**src/rtl/adc_ramp_chk_pkg.sv**
```systemverilog
package adc_ramp_chk_pkg;

   typedef enum logic [0:0] {
      LANE_SEARCH = 1'b0,
      LANE_TRACK  = 1'b1
   } lane_state_e;

endpackage

```
**src/rtl/ramp_err_counter.sv**
```systemverilog
module ramp_err_counter #(
   parameter int ERR_W = 32
) (
   input  logic             clk,
   input  logic             rst_n,
   input  logic             clr,
   input  logic             bump,
   output logic [ERR_W-1:0] count
);
   localparam logic [ERR_W-1:0] CNT_MAX = '1;
   localparam logic [ERR_W-1:0] CNT_ONE = ERR_W'(1);

   always_ff @(posedge clk or negedge rst_n) begin
      if (!rst_n) begin
         count <= '0;
      end else if (clr) begin
         count <= '0;
      end else if (bump && (count != CNT_MAX)) begin
         count <= count + CNT_ONE;
      end
   end
endmodule

```
**src/rtl/ramp_lane.sv**
```systemverilog
module ramp_lane
   import adc_ramp_chk_pkg::*;
#(
   parameter int SAMPLE_W = 14,
   parameter int ERR_W    = 32
) (
   input  logic                clk,
   input  logic                rst_n,
   input  logic                en,
   input  logic                valid,
   input  logic [SAMPLE_W-1:0] sample,
   output logic                locked,
   output logic [ERR_W-1:0]    err_cnt
);
   localparam logic [SAMPLE_W-1:0] STEP = SAMPLE_W'(1);

   lane_state_e         state_q;
   logic [SAMPLE_W-1:0] expect_q;
   logic                miss;

   always_ff @(posedge clk or negedge rst_n) begin
      if (!rst_n) begin
         state_q  <= LANE_SEARCH;
         expect_q <= '0;
      end else if (!en) begin
         state_q  <= LANE_SEARCH;
         expect_q <= '0;
      end else if (valid) begin
         unique case (state_q)
            LANE_SEARCH: begin
               if (sample == '0) begin
                  state_q  <= LANE_TRACK;
                  expect_q <= STEP;
               end
            end
            LANE_TRACK: begin
               expect_q <= expect_q + STEP;
            end
            default: state_q <= LANE_SEARCH;
         endcase
      end
   end

   assign miss   = en && valid && (state_q == LANE_TRACK) && (sample != expect_q);
   assign locked = (state_q == LANE_TRACK);

   ramp_err_counter #(.ERR_W(ERR_W)) u_cnt (
      .clk   (clk),
      .rst_n (rst_n),
      .clr   (!en),
      .bump  (miss),
      .count (err_cnt)
   );
endmodule

```
**config.mk**
```make
export PLATFORM = sky130hd
export DESIGN_NAME = ramp_lane
export DESIGN_NICKNAME = d
export VERILOG_FILES = /design/src/rtl/adc_ramp_chk_pkg.sv /design/src/rtl/ramp_err_counter.sv /design/src/rtl/ramp_lane.sv
export SDC_FILE = /design/constraint.sdc
export NUM_CORES = 1
export LEC_CHECK = 0
export ABC_AREA = 1
export BUFFER_PORTS_ARGS = -buffer_cell sky130_fd_sc_hd__buf_2
export CAP_MARGIN = 10
export CORE_MARGIN = 3
export CORE_UTILIZATION = 40
export DETAILED_ROUTE_END_ITERATION = 12
export PLACE_DENSITY_LB_ADDON = 0.15
export REMOVE_ABC_BUFFERS = 1
export SETUP_SLACK_MARGIN = 0.4
export SYNTH_ARGS = -nofsm -noshare
export SYNTH_HDL_FRONTEND = slang
export SYNTH_SLANG_ARGS = --single-unit
```
**constraint.sdc**
```tcl
create_clock -name clk -period 1.57 [get_ports clk]
set_input_delay 0.314 -clock clk [delete_from_list [all_inputs] [get_ports clk]]
set_output_delay 0.314 -clock clk [all_outputs]
set_load 0.02 [all_outputs]
```
### Word-level counts from Yosys, hierarchy flattened

Index checks and enable logic that the tools add are counted.
Widths: inputs -> output; s select.

| word-level totals | value |
|---|---|
| bits in registers | 47 |
| latch bits | 0 |
| RAM bits | 0 |
| memory bits (read-only) | 0 |
| input bits | 18 |
| output and inout port bits | 33 |
| logic and storage cells | 27 |
| memories kept | 0 |

| cells by class | value |
|---|---|
| $add $sub $neg | 2 |
| multiply operators | 0 |
| divide/modulo/power cells | 0 |
| magnitude comparators | 0 |
| equal/unequal tests | 5 |
| shifts and indexed selects | 0 |
| mux-type cells | 10 |
| bitwise gates (word level) | 1 |
| reduce and logical (&&, ||, !) cells | 6 |

Operator list:

| cell | count |
|---|---|
| $mux 32 | 2 |
| $mux 14 | 3 |
| $add 32x1->32 const B | 1 |
| $ne 32x32->1 const B | 1 |
| $pmux 14 s2 | 1 |
| $add 14x1->14 const B | 1 |
| $logic_not 14->1 | 1 |
| $ne 14x14->1 | 1 |
| $logic_and 1x1->1 | 4 |
| $mux 1 | 4 |
| $ne 2x1->1 const B | 2 |
| $ne 3x3->1 const B | 1 |
| $reduce_and 2->1 | 1 |
| $not 1->1 | 1 |

### Longest topological paths before layout

Gate-level depths: netlist (run 1).

| depth | value |
|---|---|
| depth after elaboration | 6 |
| depth in mapped cells | 12 |
| depth with buffers taken out | 11 |

### Hierarchy

From an unflattened synthesis (run 1), not the netlist that was laid out.

| second synthesis, totals | value |
|---|---|
| cells, all modules | 529 |
| area, all modules | 3414.5 um2 |

By module, submodules not included:

| module | instances | cells an instance | area an instance (um2) | seq. area each (um2) |
|---|---|---|---|---|
| ramp_err_counter | 1 | 345 | 2243.4 | 800.8 |
| ramp_lane | 1 | 184 | 1171.1 | 375.4 |

### Worst setup path after synthesis (run 1)

No wires, ideal clock.

| timing | value |
|---|---|
| path type | register to register |
| start point | reg u_cnt.count[0] |
| end point | reg u_cnt.count[14] |
| setup time | 0.117 ns |
| arrival | 1.683 ns |
| data required time | 1.453 ns |
| slack | -0.231 ns |
| cell stages (with the launch flop) | 11 |
| buffers on the path | 0 |
| period minus slack after synthesis | 1.801 ns |
| cells stage by stage | dfrtp_1 -> ha_1 -> nand2_1 -> nor2_4 -> nand3_2 -> nor2_4 -> nand3_4 -> nand3_4 -> nand2_2 -> nand2_1 -> nand2_1 |

| on the way | value |
|---|---|
| word-level cells in the longest chain between the ends | 3 |
| elaborated cells on any way between the ends | 6 |
| classes of those cells | add/sub: 1; eq/ne: 2; mux: 2; reduce/logical: 1 |

RTL lines:

| element | line | source |
|---|---|---|
| start, declared | ramp_err_counter.sv:8 | `output logic [ERR_W-1:0] count` |
| start signal, assigned | ramp_err_counter.sv:19 | `count <= count + CNT_ONE;` |
| $add 32x1->32 or $ne 32x32->1 (tied branches) | ramp_err_counter.sv:19, ramp_err_counter.sv:18 |  |
| $mux 32 or $logic_and 1x1->1 (tied branches) | ramp_err_counter.sv:18 | `end else if (bump && (count != CNT_MAX)) begin` |
| $mux 32 or $ne 2x1->1 (tied branches) | -- |  |

Parallel ways exist; a longest one is shown, timed or not. The select of a mux whose other input is x is not followed.
A chain may end at the register's enable or synchronous reset.

### Worst setup path in the final report (run 1)

| timing | value |
|---|---|
| start point | reg u_cnt.count[0] |
| end point | reg u_cnt.count[18] |

The elaborated chain is that of the path after synthesis.

==> results of run 1 <==
-- logic make-up (layout without fill, tap and decap cells) --
| kind of cell | count (synthesis) | count (layout) |
|---|---|---|
| compound gates | 14 | 14 |
| xor+xnor | 20 | 20 |
| fa+ha+maj | 2 | 2 |
| buf+inv | 68 | 223 |
| flops | 47 | 47 |
| simple gates | 368 | 368 |
-- registers in the layout, indices dropped and copies added, names as in the netlist --
name / count
u_cnt.count: 32
expect_q: 14
locked: 1
-- worst reg2reg max path: cells and delay by family, from the launching register on --
family / cells / cell delay (ns)
adders and majority gates: 1 / 0.20
buffers and inverters: 1 / 0.15
DFF: 1 / 0.39
and+or+nand+nor: 8 / 0.85
-- cell usage after synthesis (4+ instances only) --
cell type | n | area [um2]
nand3b_1 | 4 | 30.0
nor2_4 | 4 | 45.0
xnor2_1 | 11 | 96.3
xor2_1 | 9 | 78.8
nand3_1 | 82 | 410
o21ai_0 | 5 | 25.0
inv_2 | 12 | 45.0
clkbuf_1 | 4 | 15.0
a21oi_1 | 4 | 20.0
dfrtp_1 | 47 | 1180
nor2_1 | 55 | 206
nand4_1 | 10 | 62.6
inv_1 | 41 | 154
nand2_1 | 200 | 751
buf_2 | 7 | 35.0
-- power groups by stage --
stage | Sequential, mW | Clock [mW] | Combinational (mW)
after CTS | 1.22 | 0.801 | 0.239
after detailed placement | 1.25 | 0 | 0.187
after global placement | 1.25 | 0 | 0.184
after floorplan | 1.25 | 0 | 0.0577
after global routing | 1.23 | 0.849 | 0.300
final | 1.22 | 0.785 | 0.273
-- worst max-delay path by stage --
stage | from | slack (ns) | endpoint | depth (start not counted)
floorplan | locked | -0.80 | u_cnt.count[11] | 6
global placement | u_cnt.count[0] | -0.06 | u_cnt.count[26] | 11
detailed placement | u_cnt.count[0] | -0.1 | u_cnt.count[9] | 10
CTS | u_cnt.count[0] | -0.07 | u_cnt.count[26] | 11
global route | u_cnt.count[0] | -0.19 | u_cnt.count[6] | 10
finish | u_cnt.count[0] | -0.09 | u_cnt.count[18] | 10
-- per-stage QoR --
step	cells	hold slack [ns]
floorplan	504	0.0184
global placement	733	0.324
detailed placement	733	0.327
CTS	758	0.367
global route	776	0.385
finish	776	0.376
-- timing repair --
action / in CTS / in global routing
gates cloned: 1 / 0
hold buffers: 1 / 0
gates resized for setup: 138 / 57
pin swaps: 24 / 33
endpoints found under the hold margin: 26 / 0
buffers inserted: 16 / 18
endpoints found under the setup margin: 79 / 79
-- final cells by class --
type                       count  area, um2  area share, %
multi-input combinational    404       2170           40.8
timing repair buffer         163       1550           29.1
sequential                    47       1190           22.3
inverter                      53        201           3.79
tap                          102        128           2.40
clock buffer                   6       82.6           1.55
clock inverter                 1       5.00         0.0941
-- per-layer routing --
layer / share of wire [%] / up-vias
li1: - / 1956
met1: 43 / 1829
met2: 50 / 129
met3: 5.5 / 19
met4: 2.0 / 0
met5: 0 / -
==> flow_summary.ini, run 1 <==
[setup_path]
ff2ff_path_depth = 10
reg2reg_slack_ns = -0.09
worst_path_max_delay_cell = dfrtp_1
cpMostUsedCell = nand3_4
cp.required_ns = 1.82
crit_chain = ha_2, nand2_2, nor2_4, nand3_4, nor2_4, nand3_4, nand3_4, buf_6, nand3_1, nand2_1
r2r-start = u_cnt.count[0]
slowest_delay_ns = 0.39
crit_type = reg2reg
critPathArrivalTime_ns = 1.91
path_delay_family = simple AND/OR/NAND/NOR gates
cp-start-kind = register
crit_buf_inv = 1
cp_max_fo = 9
r2r-end = u_cnt.count[18]
critPathCaptureType = register

[global_routing]
top_usage_layer = met2
overflow = 0
grtUsageMet2_pct = 40.2
antenna_found_initial = 0
met3_usage_pct = 4.31
use_met1_pct = 29.7
grt.total_usage_pct = 23.4
grt_pass1_wl_um = 18600
grt_start_max_net_pins = 48
grt_pass1_vias = 3975

[synthesis]
synth_cells = 519
synth_edf_count = 0
yosys_warnings = 0
ys_ff_latch = 47
yosys.area_share.simple_pct = 48.1
yosysUniqueCellTypes = 29
ys_seq_area_share_pct = 35.1
yosys.area_share.xor_xnor_pct = 5.23
synth_compound_area_share_pct = 2.24
synth_mux_area_share_pct = 0
synthFlopType = dfrtp_1
async_flop_share_pct = 100
synth_top_family_by_area = simple AND/OR/NAND/NOR gates
synthAdderAreaFrac_pct = 0.748
syn_area_um2 = 3350
avgSynthCellArea_um2 = 6.45

[sta]
setup_tns_ns = -1.59
clock.fmax_mhz = 601
setup_viol = 32
fin_crit_ns = 1.66
hold_viol = 0
worst_slew_pin_slew_ns = 0.340
layout_setup_ws_ns = -0.0927
slew_violations = 0
rsz0062_at_grt = yes
slew_headroom_pct = 77.3
fin_skew_ns = 0.00559
final.period_utilization_pct = 106

[pwr]
leakage_nw = 2.67
clockPowerShare_pct = 34.4
p_int_mw = 1.69
pwr-share-comb_pct = 12.0
vdd_drop_max_mv = 0.365
swShare_pct = 26.1
p_per_area_nw_per_um2 = 429
power_frac_seq_pct = 53.6
switching_power_mw = 0.595
fin_total_pwr_mw = 2.28

[layout]
area_growth_pct = 59.0
fin_area_um2 = 5320
final_common_cell = nand2_1
nets = 694
drive_gt1_share_pct = 38.6
fillers = 674
antenna_cells = 0
final_cell_mix = 183 x nand2_1, 72 x buf_6, 67 x buf_4
utilization_pct = 67.1

[worst_hold_path]
whs_endpoint = locked
holdCritStartpoint = valid
hold_path_class = in2reg
hold_depth = 3

[clocking]
path_clk_slew_ns = 0.09
cts.sinks = 47
cts_buffers = 5
cts-root-buf = clkbuf_8
clock_latency_ns = 0.31
cts_tree = yes
htreeDepth = 2
cts_max_path_buffers = 2

[die]
chipWidth_um = 97.5
io_pins = 51
core_area_um2 = 7930
die_h_um = 97.5
die_area_um2 = 9500
initial_core_util_pct = 42.2
row_count = 32

[place]
post_dp_cell_area_um2 = 4280
dpl.hpwl_um = 7350
gp_congestion = 0.903
io_buffers = 50
dpl_worst_slack_ns = -0.0999

[detailed_routing]
drt_iter0_markers = 334
drc_errors = 0
drt_pre_antenna_iters = 5
routed_wl_um = 11000
num_vias = 3933
antenna_left = 0
routedWlPerCell_um = 14.2
vias_per_cell = 5.07

[status]
outcome = finished with violations
violations = setup timing

[flow_run]
maxCapViolations = 0
Note: power is estimated with default switching activity, not from simulation.
==> run 2: changes to the inputs <==
CELL_PAD_IN_SITES_DETAIL_PLACEMENT = 2   (was default)
CELL_PAD_IN_SITES_GLOBAL_PLACEMENT = 2   (was default)
CORE_UTILIZATION = 28   (was 40)
==> flow_summary.ini, run 2 (synthesis results as in run 1) <==
[status]
outcome = finished with violations
violations = hold timing, setup timing

[die]
die_area_um2 = 13300
io_pins = 51
initial_core_util_pct = 28.9
die_h_um = 115
core_area_um2 = 11600
chipWidth_um = 115
row_count = 39

[layout]
drive_gt1_share_pct = 45.8
antenna_cells = 0
area_growth_pct = 80.3
final_cell_mix = 177 x nand2_1, 83 x buf_4, 77 x buf_6
fin_area_um2 = 6030
final_cells = 846
nets = 722
final_common_cell = nand2_1
largest_reg_flops = 32
top_register = u_cnt.count

[sta]
setup_viol = 37
slew_headroom_pct = 73.6
worst_slew_pin_slew_ns = 0.395
clock.fmax_mhz = 497
rsz0062_at_grt = yes
slew_violations = 0
whs_ns = -0.00969
fin_skew_ns = 0.00671
hold_viol = 4
final.period_utilization_pct = 128
layout_setup_ws_ns = -0.444
fin_crit_ns = 2.01

[clocking]
cts_max_path_buffers = 2
cts_tree = yes
cts.sinks = 47
clock_latency_ns = 0.30
path_clk_slew_ns = 0.08
cts_buffers = 5
cts-root-buf = clkbuf_16
hold_buffers = 0
htreeDepth = 2

[global_routing]
grt.total_usage_pct = 26.8
grt_start_max_net_pins = 48
overflow = 0
grt_pass1_wl_um = 27600
antenna_found_initial = 0
grt_pass1_vias = 5047

[flow_run]
maxCapViolations = 0

[detailed_routing]
drt_iter0_markers = 260
num_vias = 4631
vias_per_cell = 5.47
drt_pre_antenna_iters = 4
drc_errors = 0
routedWlPerCell_um = 27.9
routed_wl_um = 23600
antenna_left = 0

[place]
gp_congestion = 0.804
post_dp_cell_area_um2 = 4360
io_buffers = 50
dpl.hpwl_um = 10200
dp.cells = 776

[setup_path]
crit_type = reg2reg
cp_max_fo = 7
cp.required_ns = 1.80
cp-start-kind = register
worst_path_max_delay_cell = dfrtp_1
crit_chain = nand2_1, nor2_2, nand3_1, nor2_4, nand3_4, nand3_4, buf_12, clkbuf_16, nand3_1, nand2_1
critPathArrivalTime_ns = 2.24
slowest_delay_ns = 0.50
critPathCaptureType = register

[pwr]
vdd_drop_max_mv = 0.351
leakage_nw = 2.94
p_per_area_nw_per_um2 = 498

[worst_hold_path]
hold_path_class = in2async
==> run 2: what timing repair did <==
action,in CTS,in global routing
setup endpoints to repair,79,79
cloned,3,5
pin swaps,27,32
buffers inserted,27,27
resized for setup,140,103
==> run 2: final cells by class <==
type                    instances  area (um2)
clock inverters                 2        60.1
fillers                      1276        5530
well taps                     143         179
clock buffers                   6         129
multi-input cells             405        2360
inverters                      53         199
flip-flops and latches         47        1190
repair buffers                190        1920
==> run 2: stage by stage <==
step | setup slack (ns) | power (mW) | util [%] | hold slack [ns] | setup TNS, ns
final | -0.444 | 3.00 | 52.2 | -0.00969 | -10.66
after global routing | -0.511 | 3.07 | 52.2 | 0.0204 | -13.61
after CTS | -0.119 | 2.93 | 46.0 | 0.0169 | -2.51
after detailed placement | -0.140 | 1.45 | 37.7 | 0.328 | -4.49
after global placement | -0.0318 | 1.44 | 37.7 | 0.332 | -0.992
after floorplan | -0.797 | 1.31 | - | 0.0184 | -23.25
==> run 2: report_power, final <==
| group | total [mW] | switching, mW | internal (mW) | leakage, nW |
|---|---|---|---|---|
| sequential | 1.23 | 0.0123 | 1.22 | 0.638 |
| clock | 1.46 | 0.545 | 0.916 | 0.0911 |
| combinational | 0.312 | 0.190 | 0.123 | 2.21 |
| total | 3.00 | 0.747 | 2.26 | 2.94 |
==> run 2: worst max-delay path: cells and delay by family, from the launching register on <==
kind	cells	cell delay, ns
DFF	1	0.50
and+or+nand+nor	8	1.10
buffers and inverters	2	0.32
==> run 2: per-layer routing <==
layer	vias up	GRT usage [%]	share of wire (%)
met5	-	0	0
met4	0	10.2	6.1
met3	85	3.42	3.3
met2	152	51.1	51
met1	2383	30.1	39
li1	2011	-	-
==> run 2: worst paths after layout <==
kind | cells past startpoint | to | from | slack [ns]
min in group clk | 3 | locked | valid | 0.45
worst min register to register | 2 | expect_q[11] | expect_q[11] | 0.56
worst max-delay path | 10 | u_cnt.count[9] | u_cnt.count[15] | -0.44
max in group asynchronous | 2 | u_cnt.count[2] | rst_n | 1.29
worst min-delay path | 2 | locked | rst_n | -0.01
worst max register to register | 10 | u_cnt.count[9] | u_cnt.count[15] | -0.44
